--- src/rtl/fifo_trig_pkg.sv ---
package fifo_trig_pkg;

  localparam int BYTE_W = 8;
  localparam logic [BYTE_W-1:0] UNLOCK_KEY = 8'hBF;

  localparam int ADDR_LEVEL   = 2;
  localparam int ADDR_LINE    = 3;
  localparam int ADDR_FEAT    = 4;
  localparam int ADDR_THR     = 5;
  localparam int ADDR_COUNT   = 6;
  localparam int ADDR_SCRATCH = 7;

  localparam logic [BYTE_W-1:0] FEAT_MASK = 8'hF3;

  typedef enum logic [2:0] {
    RD_ZERO,
    RD_LEVEL,
    RD_LINE,
    RD_SCRATCH,
    RD_FEAT,
    RD_COUNT
  } rdSel_e;

  typedef struct packed {
    logic   wrLine;
    logic   wrLevel;
    logic   wrScratch;
    logic   wrFeat;
    logic   wrThr;
    rdSel_e rdSel;
  } busStrb_t;

  function automatic logic [BYTE_W-1:0] fixedLevel(input logic [1:0] code);
    logic [BYTE_W-1:0] lvl;
    case (code)
      2'd0:    lvl = 8'd8;
      2'd1:    lvl = 8'd16;
      2'd2:    lvl = 8'd32;
      default: lvl = 8'd56;
    endcase
    return lvl;
  endfunction

endpackage

--- src/rtl/fifo_occ_cnt.sv ---
module fifo_occ_cnt #(
  parameter int DEPTH = 64,
  parameter int CNT_W = $clog2(DEPTH + 1)
) (
  input  logic             clk,
  input  logic             rstN,
  input  logic             push,
  input  logic             pop,
  output logic [CNT_W-1:0] count
);

  localparam logic [CNT_W-1:0] FULL = CNT_W'(DEPTH);

  logic doInc;
  logic doDec;

  assign doInc = push && (count != FULL);
  assign doDec = pop && (count != '0);

  always_ff @(posedge clk) begin
    if (!rstN) begin
      count <= '0;
    end else begin
      case ({doInc, doDec})
        2'b10:   count <= count + 1'b1;
        2'b01:   count <= count - 1'b1;
        default: count <= count;
      endcase
    end
  end

  p_cnt_bound_r2: assert property (@(posedge clk) disable iff (!rstN)
    count <= FULL) else $error("count above depth");

  p_sat_full_r2: assert property (@(posedge clk) disable iff (!rstN)
    (count == FULL) && push && !pop |=> count == FULL) else $error("overflow past full");

  p_sat_empty_r2: assert property (@(posedge clk) disable iff (!rstN)
    (count == '0) && pop && !push |=> count == '0) else $error("underflow past empty");

  p_idle_hold_r2: assert property (@(posedge clk) disable iff (!rstN)
    !push && !pop |=> $stable(count)) else $error("count moved while idle");

endmodule

--- src/rtl/fifo_trig_ctrl.sv ---
module fifo_trig_ctrl
  import fifo_trig_pkg::*;
#(
  parameter int ADDR_W = 3
) (
  input  logic              busWr,
  input  logic              busRd,
  input  logic [ADDR_W-1:0] busAddr,
  input  logic              unlocked,
  input  logic              swapEn,
  output busStrb_t          strb
);

  int addrI;
  assign addrI = int'(busAddr);

  always_comb begin
    strb.wrLine    = busWr && (addrI == ADDR_LINE);
    strb.wrScratch = busWr && (addrI == ADDR_SCRATCH);
    strb.wrLevel   = busWr && !unlocked && (addrI == ADDR_LEVEL);
    strb.wrFeat    = busWr && unlocked && (addrI == ADDR_FEAT);
    strb.wrThr     = busWr && unlocked && (addrI == ADDR_THR);
    strb.rdSel     = RD_ZERO;
    if (busRd) begin
      case (addrI)
        ADDR_LEVEL:   strb.rdSel = unlocked ? RD_ZERO : RD_LEVEL;
        ADDR_LINE:    strb.rdSel = RD_LINE;
        ADDR_FEAT:    strb.rdSel = unlocked ? RD_FEAT : RD_ZERO;
        ADDR_COUNT:   strb.rdSel = unlocked ? RD_COUNT : RD_ZERO;
        ADDR_SCRATCH: strb.rdSel = swapEn ? RD_COUNT : RD_SCRATCH;
        default:      strb.rdSel = RD_ZERO;
      endcase
    end
  end

endmodule

--- src/rtl/fifo_trig_dp.sv ---
module fifo_trig_dp
  import fifo_trig_pkg::*;
#(
  parameter int CNT_W = 7
) (
  input  logic              clk,
  input  logic              rstN,
  input  busStrb_t          strb,
  input  logic [BYTE_W-1:0] wrData,
  input  logic [CNT_W-1:0]  rxCnt,
  input  logic [CNT_W-1:0]  txCnt,
  output logic [BYTE_W-1:0] rdData,
  output logic              unlocked,
  output logic              swapEn,
  output logic              rxReq,
  output logic              txReq,
  output logic              flowStop
);

  logic [BYTE_W-1:0] lineReg;
  logic [BYTE_W-1:0] levelReg;
  logic [BYTE_W-1:0] scratchReg;
  logic [BYTE_W-1:0] featReg;
  logic [BYTE_W-1:0] rxThrProg;
  logic [BYTE_W-1:0] txThrProg;

  logic              dirSel;
  logic [1:0]        tableSel;
  logic [1:0]        hyst;
  logic [BYTE_W-1:0] rxThrAct;
  logic [BYTE_W-1:0] txThrAct;
  logic [BYTE_W-1:0] rxCntB;
  logic [BYTE_W-1:0] txCntB;
  logic [BYTE_W-1:0] selCnt;
  logic [BYTE_W-1:0] hystSpan;
  logic [BYTE_W-1:0] relLvl;

  assign unlocked = (lineReg == UNLOCK_KEY);
  assign dirSel   = featReg[7];
  assign swapEn   = featReg[6];
  assign tableSel = featReg[5:4];
  assign hyst     = featReg[1:0];

  assign rxCntB = BYTE_W'(rxCnt);
  assign txCntB = BYTE_W'(txCnt);
  assign selCnt = dirSel ? txCntB : rxCntB;

  // Register file
  always_ff @(posedge clk) begin
    if (!rstN) begin
      lineReg    <= '0;
      levelReg   <= '0;
      scratchReg <= '0;
      featReg    <= '0;
      rxThrProg  <= '0;
      txThrProg  <= '0;
    end else begin
      if (strb.wrLine)    lineReg    <= wrData;
      if (strb.wrLevel)   levelReg   <= wrData;
      if (strb.wrScratch) scratchReg <= wrData;
      if (strb.wrFeat)    featReg    <= wrData & FEAT_MASK;
      if (strb.wrThr) begin
        if (dirSel) txThrProg <= wrData;
        else        rxThrProg <= wrData;
      end
    end
  end

  // Threshold selection
  always_comb begin
    if (tableSel == 2'd3) begin
      rxThrAct = rxThrProg;
      txThrAct = txThrProg;
    end else begin
      rxThrAct = fixedLevel(levelReg[7:6]);
      txThrAct = fixedLevel(levelReg[5:4]);
    end
  end

  assign rxReq = (rxCntB >= rxThrAct);
  assign txReq = (txCntB <= txThrAct);

  // Flow hold with hysteresis
  assign hystSpan = BYTE_W'({hyst, 2'b00});
  assign relLvl   = (rxThrAct > hystSpan) ? (rxThrAct - hystSpan) : '0;

  always_ff @(posedge clk) begin
    if (!rstN) begin
      flowStop <= 1'b0;
    end else if (rxCntB >= rxThrAct) begin
      flowStop <= 1'b1;
    end else if (rxCntB < relLvl) begin
      flowStop <= 1'b0;
    end
  end

  // Readback
  always_comb begin
    case (strb.rdSel)
      RD_LEVEL:   rdData = levelReg;
      RD_LINE:    rdData = lineReg;
      RD_SCRATCH: rdData = scratchReg;
      RD_FEAT:    rdData = featReg;
      RD_COUNT:   rdData = selCnt;
      default:    rdData = '0;
    endcase
  end

  p_thr_bank_r5: assert property (@(posedge clk) disable iff (!rstN)
    strb.wrThr |-> lineReg == UNLOCK_KEY) else $error("threshold write while locked");

  p_thr_hold_r5: assert property (@(posedge clk) disable iff (!rstN)
    !strb.wrThr |=> $stable({rxThrProg, txThrProg})) else $error("threshold changed without write");

  p_feat_bank_r11: assert property (@(posedge clk) disable iff (!rstN)
    strb.wrFeat |-> lineReg == UNLOCK_KEY) else $error("feature write while locked");

  p_cnt_src_r7: assert property (@(posedge clk) disable iff (!rstN)
    strb.rdSel == RD_COUNT |-> (unlocked || swapEn)) else $error("count read outside its windows");

  p_flow_set_r10: assert property (@(posedge clk) disable iff (!rstN)
    rxReq |=> flowStop) else $error("flow hold missed threshold");

  p_flow_keep_r10: assert property (@(posedge clk) disable iff (!rstN)
    flowStop && (rxCntB >= relLvl) |=> flowStop) else $error("flow hold released inside band");

endmodule

--- src/rtl/fifo_trig_front.sv ---
module fifo_trig_front
  import fifo_trig_pkg::*;
#(
  parameter int DEPTH  = 64,
  parameter int ADDR_W = 3
) (
  input  logic              clk,
  input  logic              rstN,
  input  logic [ADDR_W-1:0] busAddr,
  input  logic              busWr,
  input  logic              busRd,
  input  logic [7:0]        busWrData,
  output logic [7:0]        busRdData,
  input  logic              rxPush,
  input  logic              rxPop,
  input  logic              txPush,
  input  logic              txPop,
  output logic              rxReq,
  output logic              txReq,
  output logic              flowStop
);

  localparam int CNT_W = $clog2(DEPTH + 1);
  localparam int NDIR  = 2;

  logic [NDIR-1:0]  pushV;
  logic [NDIR-1:0]  popV;
  logic [CNT_W-1:0] occ [NDIR];

  busStrb_t strb;
  logic     unlocked;
  logic     swapEn;

  assign pushV = {txPush, rxPush};
  assign popV  = {txPop, rxPop};

  for (genvar g = 0; g < NDIR; g++) begin : gDir
    fifo_occ_cnt #(.DEPTH(DEPTH), .CNT_W(CNT_W)) uCnt (
      .clk   (clk),
      .rstN  (rstN),
      .push  (pushV[g]),
      .pop   (popV[g]),
      .count (occ[g])
    );
  end

  fifo_trig_ctrl #(.ADDR_W(ADDR_W)) uCtrl (
    .busWr    (busWr),
    .busRd    (busRd),
    .busAddr  (busAddr),
    .unlocked (unlocked),
    .swapEn   (swapEn),
    .strb     (strb)
  );

  fifo_trig_dp #(.CNT_W(CNT_W)) uDp (
    .clk      (clk),
    .rstN     (rstN),
    .strb     (strb),
    .wrData   (busWrData),
    .rxCnt    (occ[0]),
    .txCnt    (occ[1]),
    .rdData   (busRdData),
    .unlocked (unlocked),
    .swapEn   (swapEn),
    .rxReq    (rxReq),
    .txReq    (txReq),
    .flowStop (flowStop)
  );

endmodule

--- config.mk ---
export PLATFORM = sky130hd
export DESIGN_NAME = fifo_trig_front
export DESIGN_NICKNAME = d
export VERILOG_FILES = /design/src/rtl/fifo_trig_pkg.sv /design/src/rtl/fifo_occ_cnt.sv /design/src/rtl/fifo_trig_ctrl.sv /design/src/rtl/fifo_trig_dp.sv /design/src/rtl/fifo_trig_front.sv
export SDC_FILE = /design/constraint.sdc
export NUM_CORES = 1
export LEC_CHECK = 0
export ABC_AREA = 1
export BUFFER_PORTS_ARGS = -buffer_cell sky130_fd_sc_hd__buf_2
export CAP_MARGIN = 10
export CORE_AREA = 2 2 102 124
export CTS_CLUSTER_SIZE = 24
export DETAILED_ROUTE_END_ITERATION = 6
export DIE_AREA = 0 0 104 126
export PLACE_DENSITY = 0.59
export SLEW_MARGIN = 20
export SYNTH_ARGS = -nofsm -noshare
export SYNTH_HDL_FRONTEND = slang
export SYNTH_SLANG_ARGS = --single-unit
--- constraint.sdc ---
create_clock -name clk -period 2.35 [get_ports clk]
set_input_delay 0.5875 -clock clk [delete_from_list [all_inputs] [get_ports clk]]
set_output_delay 0.5875 -clock clk [all_outputs]
set_load 0.02 [all_outputs]
Yosys cells after proc, flatten, opt, wreduce, memory -nomap -nowiden

Cells that the tools add are included.

$add $sub $neg: 5
Order comparisons: 4
Eq/ne operators: 27
Muxes and demuxes: 17
Bitwise operators: 1
Reductions and logical operators: 21

Operator list:

| cell                                                                   | count |
|---|---|
| 8-bit case mux with 5 select lines                                     | 1 |
| 6-bit case mux with 3 select lines                                     | 2 |
| 7-bit case mux with 2 select lines                                     | 2 |
| 3-bit equality test (second input constant)                            | 9 |
| 8-bit 2-to-1 mux                                                       | 3 |
| 3-bit case mux with 5 select lines                                     | 1 |
| 7-bit by 1-bit adder with 7-bit output (second input constant)         | 2 |
| 7-bit != test (second input constant)                                  | 2 |
| 7-bit nonzero test                                                     | 2 |
| 7-bit by 1-bit subtractor with 7-bit output (second input constant)    | 2 |
| 3-bit by 2-bit equality test with 1-bit output (second input constant) | 4 |
| 3-bit 2-to-1 mux                                                       | 4 |
| 1-bit logical AND                                                      | 11 |
| 2-bit equality test (second input constant)                            | 5 |
| 2-bit by 1-bit equality test with 1-bit output (second input constant) | 4 |
| 8-bit equality test (second input constant)                            | 1 |
| 7-bit by 8-bit >= comparator with 1-bit output                         | 1 |
| 8-bit by 4-bit > comparator with 1-bit output                          | 1 |
| 7-bit by 8-bit less-or-equal comparator with 1-bit output              | 1 |
| 7-bit by 8-bit < comparator with 1-bit output                          | 1 |
| 8-bit by 4-bit subtractor with 8-bit output                            | 1 |
| 7-bit 2-to-1 mux                                                       | 1 |
| 3-bit by 1-bit equality test with 1-bit output (second input constant) | 2 |
| 2-bit nonzero test                                                     | 3 |
| 5 further kinds                                                        | 9 |

Register bits after elaboration: 61
Bits of input ports: 19
Output and inout bits: 11
Word-level logic and storage cells: 84

Logic depth before layout (Yosys ltp)

Gate-level depths: netlist of run 1.

Word-level depth: 8
Gate-level depth with buffers: 20

Hierarchy

A second synthesis of run 1 with hierarchy kept.

Cells, all modules: 611
Area total of the unflattened synthesis: 4165.2 µm²

By module, submodules not included:

| module         | instances | cells each | area an instance (µm²) | sequential area each (µm²) |
|---|---|---|---|---|
| fifo_trig_dp   | 1         | 410        | 2857.7                 | 940.9 |
| fifo_occ_cnt   | 2         | 88         | 593.1                  | 140.1 |
| fifo_trig_ctrl | 1         | 25         | 121.4                  | 0.0 |

Least setup slack after synthesis of run 1

OpenSTA, ideal clock, no wires.

Path type: flip-flop to flip-flop
Start: reg uDp.levelReg[6]
End: reg uDp.flowStop
Setup time: 0.135 ns
Data arrival time: 2.386 ns
Data required time: 2.215 ns
Path slack: -0.171 ns
Stages on the path, launching flop included: 18
Cells stage by stage: dfxtp_1 -> inv_1 -> ha_1 -> nand2_1 -> o21ai_0 -> inv_1 -> fa_1 -> inv_1 -> nand2_1 -> nand2_4 -> nand3_1 -> ha_1 -> a21oi_1 -> nor2_1 -> o21ai_0 -> nand2_1 -> nand2_1 -> a21oi_2

Word-level cells in the longest chain between the ends: 7

Ends and longest elaborated chain:

| item                                                                                                                | RTL line            | text |
|---|---|---|
| from (decl)                                                                                                         | fifo_trig_dp.sv:21  | `logic [BYTE_W-1:0] levelReg;` |
| from (signal assigned)                                                                                              | fifo_trig_dp.sv:59  | `if (strb.wrLevel) levelReg <= wrData;` |
| 2-bit equality test (tied with other cells)                                                                         | fifo_trig_pkg.sv:35 | `case (code)` |
| 6-bit case mux with 3 select lines (*)                                                                              | fifo_trig_pkg.sv:35 |  |
| 8-bit 2-to-1 mux (*)                                                                                                | fifo_trig_dp.sv:71  | `if (tableSel == 2'd3) begin` |
| 8-bit by 4-bit subtractor with 8-bit output / 8-bit by 4-bit > comparator with 1-bit output (equally long branches) | fifo_trig_dp.sv:85  | `assign relLvl = (rxThrAct > hystSpan) ? (rxThrAct - hystSpan) : '0;` |
| 8-bit 2-to-1 mux                                                                                                    | fifo_trig_dp.sv:85  |  |
| 7-bit by 8-bit < comparator with 1-bit output                                                                       | fifo_trig_dp.sv:92  | `end else if (rxCntB < relLvl) begin` |
| 2-bit nonzero test (no source line)                                                                                 | n/a                 |  |
| to (signal assigned)                                                                                                | fifo_trig_dp.sv:89  | `flowStop <= 1'b0;` |
| to (signal assigned)                                                                                                | fifo_trig_dp.sv:91  | `flowStop <= 1'b1;` |
| to (signal assigned)                                                                                                | fifo_trig_dp.sv:93  | `flowStop <= 1'b0;` |
| to (decl)                                                                                                           | fifo_trig_dp.sv:17  | `output logic flowStop` |

Mark *: on every way between the ends. The rest lies on a longest branch, timed or not.
A chain may end at the register's enable or synchronous reset.

Worst setup path after layout of run 1

Start: reg uDp.featReg[5]
End: out txReq

Word-level cells in the longest chain between the ends: 3

Ends and longest elaborated chain:

| item                                                      | RTL line              | text |
|---|---|---|
| from (decl)                                               | fifo_trig_dp.sv:23    | `logic [BYTE_W-1:0] featReg;` |
| from (signal assigned)                                    | fifo_trig_dp.sv:61    | `if (strb.wrFeat) featReg <= wrData & FEAT_MASK;` |
| 2-bit equality test                                       | fifo_trig_dp.sv:71    |  |
| 8-bit 2-to-1 mux                                          | fifo_trig_dp.sv:71    |  |
| 7-bit by 8-bit less-or-equal comparator with 1-bit output | fifo_trig_dp.sv:81    | `assign txReq = (txCntB <= txThrAct);` |
| to (decl)                                                 | fifo_trig_front.sv:19 | `output logic txReq,` |

Every way passes these cells.

==> results of run 1 <==
power by group through the flow:
stage                     logic [uW]  registers [uW]  clock network, uW
after floorplan                 1070            1280                  0
after global placement          1840            1230                  0
after detailed placement        1890            1240                  0
after CTS                       2240            1230               1290
after global routing            2730            1250               1320
final                           2460            1230               1270
per-stage QoR:
step                      total power, uW  setup WS, ns  cells  setup TNS, ns
after floorplan                      2360       -0.0487    576        -0.0487
after global placement               3070        -0.185    824          -2.05
after detailed placement             3130        -0.252    824          -2.66
after CTS                            4750        -0.409    853          -3.08
after global routing                 5300        -0.506    860          -4.09
final                                4960        -0.393    860          -2.72
flip-flops by register name, summed over array words and instances, names as in the netlist:
register,cells
uDp.lineReg,8
uDp.levelReg,8
uDp.txThrProg,8
uDp.flowStop,1
gDir.uCnt.count,14
uDp.rxThrProg,8
uDp.featReg,6
uDp.scratchReg,8
synthesized netlist by cell type (2+ instances only):
library cell,instances,share of area (%)
nand2_1,86,7.9
inv_1,79,7.2
o21ai_0,63,7.7
dfxtp_1,61,30
nor2_1,60,5.5
a21oi_1,55,6.7
ha_1,40,12
nand3_1,29,3.5
clkbuf_1,12,1.1
a211oi_1,10,1.8
nand4_1,8,1.2
o21ai_1,8,0.98
xor2_1,6,1.3
inv_2,5,0.46
nor2_4,4,1.1
nor3_1,4,0.49
a211oi_2,3,0.92
a31oi_1,3,0.46
buf_2,3,0.37
fa_1,3,1.5
nor2_2,3,0.46
buf_4,2,0.37
buf_6,2,0.55
clkinv_1,2,0.18
nand2_2,2,0.31
nand2_4,2,0.55
nand3_2,2,0.49
nor4_1,2,0.31
o2111ai_1,2,0.43
xnor2_1,2,0.43
layer usage:
metal	vias to the layer above	track usage (%)	routed length, microns
li1	2155	-	-
met1	1952	22.4	5280
met2	71	37.0	6750
met3	26	3.00	366
met4	0	8.43	413
met5	-	0	0
tightest hold or removal path: stages (launching register included):
cell	delay, ns
dfxtp_1	0.32
inv_1	0.05
a21oi_1	0.05
layout by cell type (no fill, tap or decap), types with 4 or more instances in the layout:
cell type,Yosys,layout
buf_4,2,91
inv_1,79,72
nand2_1,86,59
nor2_1,60,57
dfxtp_1,61,48
o21ai_0,63,46
a21oi_1,55,39
nand2_2,2,26
ha_1,40,21
buf_2,3,20
nand3_1,29,19
ha_4,0,17
a21oi_2,1,16
o21ai_1,8,16
buf_6,2,14
dfxtp_2,0,12
a211oi_1,10,10
inv_2,5,9
o21ai_2,1,9
clkbuf_16,0,9
nand4_1,8,8
nand3_2,2,8
xor2_1,6,6
nand2_4,2,5
nor2_2,3,5
nor2_4,4,5
nand3_4,0,4
nor3_1,4,4
cell type report:
class	instances	area, sq um	area share (%)
Clock buffer	9	225	3.74
Clock inverter	7	56.3	0.936
Inverter	86	330	5.49
Multi-Input combinational cell	410	3000	49.9
Sequential cell	61	1240	20.6
Tap cell	161	201	3.35
Timing Repair Buffer	126	961	16.0
repair_timing:
| item | 4_1_cts | 5_1_grt |
|---|---|---|
| gates resized for setup | 102 | 64 |
| endpoints found under the setup margin | 17 | 17 |
| pin swaps | 36 | 54 |
| cloned | 1 | 0 |
| setup buffers | 12 | 8 |
kinds of logic after synthesis:
kind of cell,count (synthesis),synth area share [%]
simple gates,208,23.7
fa+ha+maj,43,13.7
mux,1,0.244
xor+xnor,8,1.71
flops,61,29.8
compound gates,150,20.6
buf+inv,105,10.3
how the worst max path moves through the flow:
stage | start | slack (ns) | cells after the start | end
after floorplan | uDp.levelReg[6] | -0.05 | 17 | uDp.flowStop
after global placement | gDir[1].uCnt.count[0] | -0.18 | 16 | gDir[1].uCnt.count[6]
after detailed placement | gDir[1].uCnt.count[0] | -0.25 | 16 | gDir[1].uCnt.count[6]
after CTS | uDp.levelReg[4] | -0.41 | 10 | txReq
after global routing | uDp.featReg[5] | -0.51 | 11 | txReq
final | uDp.featReg[5] | -0.39 | 11 | txReq
==> reports/metrics.csv, run 1 <==
metric,value,unit
grt_max_degree,23,
crit_path_start_kind,flip-flop,
slew_violations,0,
ys_seq_elements,61,
p_int,3050,uW
timing.fmax,365,MHz
die_w,104,microns
fin_skew,0.0105,ns
ioPinCount,30,
initial_core_util,34.4,%
crit_buf_inv,3,
cts_max_path_buffers,2,
crit_type,flip-flop to primary output,
p_leak,0.00272,uW
cp_cell_sequence,"nand2_4, inv_4, nand2_1, ha_1, inv_1, o21bai_1, a31oi_2, o21ai_2, a21oi_2, a211o_1, buf_6",
slew_headroom,60.6,%
first_pass_iters,4,
htreeDepth,3,
finalInstanceArea,0.00602,sq mm
power.clock.fraction,25.6,%
crit_family,compound AO/OA/AOI/OAI gates,
grt_pass1_wl,20.9,mm
synth_edf_count,0,
cts_root_buffer,clkbuf_16,
overflow,0,
die_area,0.0131,sq mm
antennaDiodeCount,0,
clk_pin_slew_worst_paths,0.06,ns
num_rows,44,
hold_slack,0.458,ns
clock_latency,0.33,ns
hold_violations,0,
syn_inst,576,
worstPathRequired,1.76,ns
status,finished with violations,
clkSinkCount,61,
r2r_cells,19,
area_delta_synth_final,46.9,%
seqPwrFrac,24.8,%
place_area,0.00494,sq mm
wl_per_cell,14.9,microns
final-setup-viol-count,12,
gp_congestion,0.866,
yosysSeqAreaShare,29.8,%
drtIter0Drc,176,
fp.dieH,126,microns
p_switching,1920,uW
rr_startpoint,uDp.featReg[5],
slowest_stage,dfxtp_2,
fin_ws,-0.393,ns
cts_made_buffers,9,
dp_hpwl,9.09,mm
ir_worst_vdd,0.371,mV
syn_area,0.00410,sq mm
nFillCells,1170,
ant_nets,0,
cpPeakStageDelay,0.35,ns
period_needed,2.74,ns
via_count,4204,
nets,756,
min_path_cells,2,
drc,0,
async_reset_ff_share,0,%
worst_setup_path_end_kind,primary output,
antenna_found_initial,0,
syn_nets,638,
cts_tree,done,
power_density,825,mW/mm^2
postLayoutCoreUtil,50.6,%
syn_area_per_cell,7.11,sq um
tightest_slew,0.592,ns
rrSetupSlack,-0.18,ns
cp_max_fo,6,
holdPathEnd,uDp.levelReg[1],
cts_hold_buf,0,
maxCapViolations,0,
hold_class,flip-flop to flip-flop,
drive_gt1_share,40.5,%
critPathArrivalTime,2.16,ns
placeableCoreArea,0.0119,sq mm
fin_crit_sh,117,%
wirelength,12.8,mm
grt_pass1_vias,4326,
p_sw_share,38.6,%
synthFlopType,dfxtp_1,
yosysWarnings,0,
viasPerCell,4.89,
violations,negative setup slack,
grtUsageTotal,19.9,%
comb_power_share,49.6,%
rsz0062_at_grt,true,
r2r-end,uDp.flowStop,
ys_types,43,
min_from,uDp.levelReg[1],
numPortBuffers,29,
(Power assumes the default switching activity.)
==> run 2, diff against run 1 <==
--- a/config.mk
+++ b/config.mk
@@ -8,11 +8,11 @@
 export ABC_AREA = 1
 export BUFFER_PORTS_ARGS = -buffer_cell sky130_fd_sc_hd__buf_2
 export CAP_MARGIN = 10
-export CORE_AREA = 2 2 102 124
+export CORE_AREA = 2 2 110 134
 export CTS_CLUSTER_SIZE = 24
 export DETAILED_ROUTE_END_ITERATION = 6
-export DIE_AREA = 0 0 104 126
-export PLACE_DENSITY = 0.59
+export DIE_AREA = 0 0 112 136
+export PLACE_DENSITY = 0.53
 export SLEW_MARGIN = 20
 export SYNTH_ARGS = -nofsm -noshare
 export SYNTH_HDL_FRONTEND = slang
==> reports/metrics.csv, run 2 (synthesized netlist as in run 1, its figures left out) <==
metric,value,unit
via_count,4314,
ant_nets,0,
first_pass_iters,4,
crit_buf_inv,3,
cts_tree,done,
wirelength,13.4,mm
nets,769,
largest_reg_flops,14,
status,finished with violations,
initial_core_util,29.1,%
clock_latency,0.34,ns
holdPathEnd,uDp.levelReg[3],
rrSetupSlack,-0.13,ns
rr_startpoint,uDp.levelReg[6],
hold_violations,0,
stdcell_count,887,
period_needed,2.70,ns
place_inst,845,
slew_violations,0,
hold_class,flip-flop to flip-flop,
htreeDepth,3,
crit_path_start_kind,flip-flop,
num_rows,48,
power_density,844,mW/mm^2
wl_per_cell,15.1,microns
numPortBuffers,29,
ir_worst_vdd,0.396,mV
worst_setup_path_end_kind,primary output,
cts_made_buffers,9,
cp_max_fo,8,
layout_commonest_cell,buf_4,
fin_ws,-0.352,ns
clkSinkCount,61,
cts_root_buffer,clkbuf_16,
tightest_slew,0.571,ns
grtUsageTotal,17.7,%
gp_congestion,0.947,
fin_skew,0.00718,ns
timing.fmax,370,MHz
antennaDiodeCount,0,
worstPathRequired,1.76,ns
cts_max_path_buffers,2,
ioPinCount,30,
slew_headroom,61.9,%
p_leak,0.00286,uW
grt_max_degree,40,
critPathArrivalTime,2.11,ns
min_path_cells,2,
final-setup-viol-count,13,
fin_crit_sh,115,%
antenna_found_initial,0,
cpPeakStageDelay,0.34,ns
drc,0,
drive_gt1_share,42.7,%
drtIter0Drc,145,
r2r_cells,20,
placeableCoreArea,0.0141,sq mm
cp_cell_sequence,"inv_2, nand2_2, nor2_4, buf_6, nand2_4, nand4_1, o211ai_4, nand2_4, nor3_4, nand2_1, nand4_1, buf_6",
area_delta_synth_final,55.2,%
path_depth,12,
fp.dieH,136,microns
maxCapViolations,0,
die_area,0.0152,sq mm
nFillCells,1397,
overflow,0,
r2r-end,uDp.flowStop,
grt_pass1_vias,4348,
min_from,uDp.levelReg[3],
rsz0062_at_grt,true,
setup_tns,-3.24,ns
crit_type,flip-flop to primary output,
violations,negative setup slack,
slowest_stage,nor3_4,
regMostFlops,gDir.uCnt.count,
final_cell_mix,"buf_4, inv_1, nor2_1, nand2_1, dfxtp_1",
dp_hpwl,9.68,mm
viasPerCell,4.86,
crit_family,simple AND/OR/NAND/NOR gates,
clk_pin_slew_worst_paths,0.06,ns
die_w,112,microns
grt_pass1_wl,21.2,mm
run 2: changes by cell type in the layout (fill, tap and decap cells not counted), moves of 3 or more:
cell,previous run,this run
nand2_2,26,23
buf_6,14,25
o21ai_1,16,19
ha_4,17,20
o21ai_0,46,43
nand2_4,5,11
ha_1,21,18
nand2_1,59,55
run 2: power breakdown:
group          switching [uW]  leakage (uW)  total (uW)  internal, uW
logic                    1370       0.00220        2630          1260
registers                86.2      0.000502        1240          1160
clock network             550      0.000157        1490           943
run 2: cell type report:
cell class / instances / area (sq um) / share of cell area, %
clock buffer: 9 / 225 / 3.54
clock inverter: 7 / 103 / 1.61
inverter: 86 / 330 / 5.20
multi-input combinational: 410 / 3120 / 49.1
sequential: 61 / 1240 / 19.5
tap: 175 / 219 / 3.44
timing repair buffer: 139 / 1110 / 17.5
run 2: how the worst max path moves through the flow:
stage	slack, ns	end	start
5_1_grt	-0.48	busRdData[3]	uDp.lineReg[6]
3_5_place_dp	-0.33	gDir[1].uCnt.count[6]	gDir[1].uCnt.count[1]
2_1_floorplan	-0.05	uDp.flowStop	uDp.levelReg[6]
6_report	-0.35	busRdData[7]	uDp.lineReg[6]
3_3_place_gp	-0.18	busRdData[4]	busAddr[0]
4_1_cts	-0.40	txReq	uDp.levelReg[4]
run 2: per-layer routing:
metal	up-vias	track usage [%]	part of all wire (%)
li1	2183	-	-
met2	81	33.2	54
met4	0	7.11	3.6
met1	2021	19.5	40
met3	29	3.39	3.1
met5	-	0	0
run 2: what timing repair did:
item / in CTS / in global routing
resized for setup: 94 / 108
pin swaps: 52 / 76
setup endpoints to repair: 18 / 19
setup buffers: 19 / 13
hold buffers: 0 / 0
run 2: stage by stage:
step / total power (uW) / worst slack [ns] / utilization [%] / instance area [sq um] / hold WS (ns)
floorplan: 2360 / -0.0487 / - / 4100 / 0.424
global placement: 3140 / -0.179 / 35.7 / 5020 / 0.453
finish: 5370 / -0.352 / 45.2 / 6360 / 0.465
detailed placement: 3200 / -0.330 / 35.7 / 5020 / 0.453
global route: 5720 / -0.485 / 45.2 / 6360 / 0.479
CTS: 5020 / -0.404 / 41.8 / 5880 / 0.463
run 2: tightest hold or removal path: stages, from the launching register on:
cell	delay, ns
dfxtp_1	0.32
inv_1	0.05
a21oi_1	0.05
==> run 3, diff against run 2 <==
--- a/config.mk
+++ b/config.mk
@@ -9,10 +9,12 @@
 export BUFFER_PORTS_ARGS = -buffer_cell sky130_fd_sc_hd__buf_2
 export CAP_MARGIN = 10
 export CORE_AREA = 2 2 110 134
+export CTS_CLUSTER_DIAMETER = 30
 export CTS_CLUSTER_SIZE = 24
 export DETAILED_ROUTE_END_ITERATION = 6
 export DIE_AREA = 0 0 112 136
 export PLACE_DENSITY = 0.53
+export SKIP_LAST_GASP = 1
 export SLEW_MARGIN = 20
 export SYNTH_ARGS = -nofsm -noshare
 export SYNTH_HDL_FRONTEND = slang
==> reports/metrics.csv, run 3 (synthesized netlist as in run 1, its figures left out) <==
metric,value,unit
crit_path_start_kind,flip-flop,
drtIter0Drc,180,
num_rows,48,
slew_violations,0,
fp.dieH,136,microns
initial_core_util,29.1,%
grt_max_degree,40,
violations,negative setup slack,
cts_hold_buf,0,
grt_pass1_wl,21.2,mm
cp_cell_sequence,"buf_6, inv_2, ha_2, nor2_1, nand2_1, o21ai_1, ha_1, nand2_2, o21ai_2, a21oi_1, a211o_1, buf_6",
die_w,112,microns
drc,0,
htreeDepth,3,
viasPerCell,4.83,
overflow,0,
slew_headroom,61.3,%
cts_made_buffers,9,
final_cell_mix,"buf_4, inv_1, nand2_1, nor2_1, dfxtp_1",
timing.fmax,374,MHz
clock_latency,0.34,ns
min_from,uDp.levelReg[3],
wl_per_cell,14.9,microns
cpPeakStageDelay,0.36,ns
crit_family,compound AO/OA/AOI/OAI gates,
fin_ws,-0.326,ns
first_pass_iters,4,
fin_crit_sh,114,%
ant_nets,0,
p_leak,0.00282,uW
postLayoutCoreUtil,44.4,%
stdcell_count,885,
drive_gt1_share,41.0,%
gp_congestion,0.947,
critical_path.most_common_cell,buf_6,
cp_max_fo,3,
numPortBuffers,29,
die_area,0.0152,sq mm
via_count,4277,
rsz0062_at_grt,true,
crit_type,flip-flop to primary output,
worst_setup_path_end_kind,primary output,
hold_violations,0,
setup_tns,-3.11,ns
period_needed,2.68,ns
tightest_slew,0.580,ns
dp_hpwl,9.68,mm
ioPinCount,30,
ir_worst_vdd,0.392,mV
grtUsageTotal,17.6,%
fin_skew,0.00729,ns
crit_buf_inv,3,
largest_reg_flops,14,
wirelength,13.2,mm
critPathLaunch,uDp.levelReg[5],
critPathArrivalTime,2.09,ns
layout_commonest_cell,buf_4,
hold_slack,0.460,ns
nets,767,
regMostFlops,gDir.uCnt.count,
cts_root_buffer,clkbuf_16,
cts_max_path_buffers,2,
cts_tree,done,
worstPathRequired,1.76,ns
maxCapViolations,0,
antenna_found_initial,0,
clk_pin_slew_worst_paths,0.06,ns
hold_class,flip-flop to flip-flop,
area_delta_synth_final,52.4,%
place_inst,845,
final-setup-viol-count,14,
placeableCoreArea,0.0141,sq mm
slowest_stage,dfxtp_4,
rr_startpoint,uDp.featReg[5],
clkSinkCount,61,
power_density,859,mW/mm^2
status,finished with violations,
grt_pass1_vias,4357,
antennaDiodeCount,0,
[run 3: routing by layer]
layer,share of wire (%),vias up,GRT usage (%),wire length (microns)
met5,0,-,0,0
met4,3.2,0,7.18,425
met3,3.9,24,3.70,517
met2,53,86,33.2,7020
met1,40,1986,19.1,5210
li1,-,2181,-,-
[run 3: path summary, 6_finish.rpt]
check,depth (start not counted),slack [ns],end
worst min-delay path,2,0.46,uDp.levelReg[3]
worst max register to register,20,-0.23,uDp.flowStop
worst max-delay path,12,-0.33,txReq
worst min register to register,2,0.46,uDp.levelReg[3]
[run 3: layout make-up]
class	count	area, sq um
Fill cell	1425	7810
Multi-Input combinational cell	410	3030
Sequential cell	61	1240
Timing Repair Buffer	137	1100
Inverter	86	330
Clock buffer	9	225
Tap cell	175	219
Clock inverter	7	103
[run 3: power by group]
part           internal, uW  switching (uW)  total, uW
Combinational          1270            1360       2630
Clock                   943             548       1490
Sequential             1160            85.7       1240
Total                  3370            2000       5360
[run 3: through the flow]
stage	total power, uW	cell area, sq um	setup WS [ns]
global route	5720	6240	-0.441
floorplan	2360	4100	-0.0487
finish	5360	6240	-0.326
detailed placement	3200	5020	-0.330
global placement	3140	5020	-0.179
CTS	5010	5850	-0.404
[run 3: repair_timing]
action                                  in CTS  in global routing
endpoints found under the setup margin      18                 19
hold endpoints to repair                     0                  0
gates resized for setup                     88                 93
buffers inserted                            19                 10
gates cloned                                 0                  0
pin swaps                                   52                 69
[run 3: tightest hold or removal path: cells and delay by family, from the launching register on]
family,cells,cell delay (ns)
compound gates,1,0.05
buf+inv,1,0.05
flops,1,0.32
